File: src/rtl/lane_sum_reducer.sv
module lane_sum_reducer #(
  parameter int VEC_BYTES = 16
) (
  input  logic                   clk,
  input  logic                   rst_n,
  input  logic                   in_valid,
  output logic                   in_ready,
  input  logic [8*VEC_BYTES-1:0] in_vec,
  input  logic [31:0]            in_scalar,
  input  logic [1:0]             in_size,
  input  logic                   in_unsigned,
  input  logic                   in_accum,
  input  logic [VEC_BYTES-1:0]   in_mask,
  input  logic                   in_resume,
  output logic                   out_valid,
  output logic [31:0]            out_result,
  output logic                   out_illegal
);
  localparam int N8  = VEC_BYTES;
  localparam int N16 = VEC_BYTES / 2;
  localparam int N32 = VEC_BYTES / 4;

  logic        legal;
  logic [31:0] start, s8, s16, s32, sum;

  assign in_ready = 1'b1;
  assign legal    = (in_size != 2'd3);
  assign start    = (in_accum || in_resume) ? in_scalar : 32'd0;

  always_comb begin
    s8 = start;
    for (int i = 0; i < N8; i++)
      if (in_mask[i])
        s8 = s8 + {{24{in_vec[8*i+7] & ~in_unsigned}}, in_vec[8*i +: 8]};
  end

  always_comb begin
    s16 = start;
    for (int i = 0; i < N16; i++)
      if (in_mask[2*i])
        s16 = s16 + {{16{in_vec[16*i+15] & ~in_unsigned}}, in_vec[16*i +: 16]};
  end

  always_comb begin
    s32 = start;
    for (int i = 0; i < N32; i++)
      if (in_mask[4*i])
        s32 = s32 + in_vec[32*i +: 32];
  end

  always_comb begin
    case (in_size)
      2'd0:    sum = s8;
      2'd1:    sum = s16;
      default: sum = s32;
    endcase
  end

  always_ff @(posedge clk) begin
    if (!rst_n) begin
      out_valid   <= 1'b0;
      out_illegal <= 1'b0;
      out_result  <= 32'd0;
    end else begin
      out_valid   <= in_valid && legal;
      out_illegal <= in_valid && !legal;
      if (in_valid && legal) out_result <= sum;
    end
  end
endmodule

File: config.mk
export PLATFORM = sky130hd
export DESIGN_NAME = lane_sum_reducer
export DESIGN_NICKNAME = d
export VERILOG_FILES = /design/src/rtl/lane_sum_reducer.sv
export SDC_FILE = /design/constraint.sdc
export NUM_CORES = 2
export LEC_CHECK = 0
export BUFFER_PORTS_ARGS = -buffer_cell sky130_fd_sc_hd__buf_2
export CORE_MARGIN = 2
export CORE_UTILIZATION = 30
export DETAILED_ROUTE_END_ITERATION = 10
export PLACE_DENSITY = 0.52
export SLEW_MARGIN = 10
export SYNTH_ARGS = -nofsm -noshare
export SYNTH_HDL_FRONTEND = slang
export SYNTH_SLANG_ARGS = --single-unit
File: constraint.sdc
create_clock -name clk -period 23.6 [get_ports clk]
set_input_delay 2.36 -clock clk [delete_from_list [all_inputs] [get_ports clk]]
set_output_delay 2.36 -clock clk [all_outputs]
set_load 0.03 [all_outputs]
==> out/qor.json <==
{
  "place": {
    "gpl.final_weighted_congestion": 1.03,
    "portBuffers": 217,
    "detailedPlacementHpwl_um": 228000,
    "placedInstanceArea_sq_um": 70900
  },
  "global_routing": {
    "groute.usage.overall_pct": 28.5,
    "grt_first_pass_wirelength_um": 402000,
    "antenna_violations_before_repair": 46,
    "grt.overflow.total": 0,
    "largest_net_degree_at_the_start_of_global_routing": 66,
    "first_global_vias": 65937
  },
  "yosys": {
    "synth_top_area_share_pct": 19.7,
    "synth_edf_count": 0,
    "post_synth_main_area_contributors": "ha_1 20%, a21oi_1 8.0%, xnor2_1 7.0%",
    "synth.top_cells.by_count": "855 x a21oi_1, 847 x ha_1, 720 x nand2_1, 650 x nor2_1, 621 x o21ai_0",
    "synth_cells": 7904,
    "yosysSeqAreaShare_pct": 1.27,
    "postSynthAreaPerCell_sq_um": 6.79,
    "synth_cell_type_count": 99,
    "area_leader_netlist": "ha_1",
    "synth-warning-count": 0,
    "async_reset_ff_share_pct": 0,
    "synth_most_common_cell": "a21oi_1",
    "ys_dominant_reg_cell": "dfxtp_1",
    "postSynthNetCount": 8961,
    "yosys_register_bits": 34,
    "netlist_area_sq_um": 53700
  },
  "status": {
    "violations_in_the_final_reports": "setup timing",
    "outcome": "complete, but fails checks"
  },
  "route": {
    "route.final.wire_length_um": 277000,
    "post_route_ant_nets": 0,
    "drt_iter0_markers": 5417,
    "highest-signal-layer": "met5",
    "drt-vias-per-instance": 5.59,
    "num_vias": 69589,
    "met2WireLength_um": 125000,
    "routed_wl_met3_um": 15400,
    "remaining_drc_errors": 0,
    "wl_cell_um": 22.2,
    "drt_first_pass_iters": 6,
    "met1_length_um": 123000
  },
  "floorplanning": {
    "io_pins": 219,
    "placement_rows": 155,
    "die_height_um": 427,
    "floorplan.die_area_sq_um": 182000,
    "initial_core_util_pct": 30.1,
    "fp.coreArea_sq_um": 178000,
    "die_w_um": 427
  },
  "sta": {
    "slew_at_the_pin_closest_to_its_max_slew_limit_ps": 1190,
    "finalHoldViolCount": 0,
    "min_period_over_period_pct": 102,
    "fin_worst_skew_ps": 0,
    "tightest_slew_margin_relative_to_the_limit_pct": 20.1,
    "final_period_demand_of_the_worst_path_ps": 24120,
    "setup-tns-final_ps": -945,
    "grt_setup_unrepaired": "yes",
    "slew_violations": 0,
    "timing.final.ws_setup_ps": -516,
    "setup-violations-final": 4,
    "max_clock_freq_mhz": 41.5
  },
  "critical_path": {
    "critPathMaxStageDelay_ps": 410,
    "reg2reg_setup_slack_ps": 22660,
    "critical_path.startpoint": "in_accum",
    "timing.critical_path.arrival_ps": 24290,
    "cp-start-kind": "input port",
    "worst-endpoint-required_ps": 23780,
    "setup.worst_path.end_class": "flop",
    "timing.rr.start": "out_result[0]$_SDFFE_PN0P_",
    "crit_fanout": 6,
    "timing.critical_path.slowest_stage_cell": "or3_4",
    "criticalPathCategory": "input port to flop",
    "critical-path-top-cell-by-count": "buf_4"
  },
  "clocking": {
    "tritoncts": "built",
    "ctsHtreeMaxLevel": 2,
    "cts-root-to-sink-buffers": 2,
    "clock_latency_ps": 290,
    "numCtsBuffers": 5,
    "clkSinkCount": 34,
    "cts_root_buffer": "clkbuf_16",
    "clkTransAtPathRegs_ps": 60
  },
  "finish": {
    "area_growth_syn_to_layout_pct": 46.3,
    "final_layout_size_suffix_gt1_share_pct": 33.8,
    "fin_nets": 11119,
    "layout.cell_area.non_filler_sq_um": 78600
  },
  "hold_path": {
    "min_path_type": "flop to flop",
    "min-delay-start": "out_result[7]$_SDFFE_PN0P_"
  },
  "run": {
    "max_cap_viol_count": 0
  }
}
## flip-flops by register name, summed over array words and instances (netlist names)
signal	cells
out_illegal	1
out_result	32
out_valid	1
## cell type report
| type | count | area, sq um |
|---|---|---|
| well taps | 2355 | 2950 |
| diodes | 29 | 72.6 |
| fillers | 18220 | 99700 |
| multi-input cells | 7216 | 55600 |
| flip-flops and latches | 34 | 681 |
| clock buffers | 5 | 125 |
| inverters | 412 | 1550 |
| clock inverters | 3 | 68.8 |
| repair buffers | 2393 | 17500 |
## critical path, delay by kind of cell
family	cells	cell delay, ps
buffers and inverters	19	2520
xor gates and xnor gates	14	2430
AOI/OAI and AO/OA	47	8570
and+or+nand+nor	27	3470
adders and majority gates	17	4620
muxes	1	300
## layer usage
metal | global-route usage [%] | vias to the layer above
li1 | - | 33887
met1 | 38.2 | 33210
met2 | 47.1 | 2034
met3 | 2.52 | 454
met4 | 11.0 | 4
met5 | 0 | -
## stage by stage
| stage | setup slack [ps] | util [%] | hold slack [ps] | std cells |
|---|---|---|---|---|
| 2_1_floorplan | 3.30 | - | 584 | 7904 |
| 3_3_place_gp | -2150 | 39.8 | 447 | 12101 |
| 3_5_place_dp | -2230 | 39.8 | 454 | 12101 |
| 4_1_cts | -324 | 41.6 | 466 | 12266 |
| 5_1_grt | -1510 | 44.1 | 503 | 12438 |
| 6_report | -516 | 44.1 | 467 | 12447 |
## logic make-up after synthesis
logic type	Yosys count	synth area share, %
AOI/OAI and AO/OA	3131	37.9
xor gates and xnor gates	660	10.9
adders and majority gates	874	20.7
buffers and inverters	654	4.59
DFF	34	1.27
muxes	200	4.04
other	1	0.00698
and+or+nand+nor	2350	20.6
## layout by cell type, fill, tap and decap left out, drive strengths merged, types with 94 or more instances in the layout
cell type | synthesis | routed
nor2b | 116 | 116
nand3 | 160 | 160
inv | 407 | 409
o21a | 201 | 201
a211oi | 94 | 94
a21o | 416 | 416
xnor2 | 431 | 431
nor2 | 650 | 650
a21oi | 856 | 856
o21ai | 650 | 650
buf | 46 | 2393
mux2 | 134 | 134
ha | 847 | 847
o21bai | 100 | 100
nor3 | 150 | 150
a31oi | 113 | 113
xor2 | 224 | 224
nand2b | 130 | 130
nand2 | 720 | 720
## worst paths after layout
path / end / cells past startpoint
max: out_result[31]$_SDFFE_PN0P_ / 125
min: out_result[7]$_SDFFE_PN0P_ / 2
max reg2reg: out_result[0]$_SDFFE_PN0P_ / 3
min reg2reg: out_result[7]$_SDFFE_PN0P_ / 2
## repair_timing
action,in CTS,in global routing
setup buffers,157,155
hold buffers,0,0
pin swaps,157,479
resized for setup,385,664
endpoints found under the setup margin,17,18
Power is not shown: default switching activity piles up to over one toggle a cycle in this logic, so the estimate is an artifact.
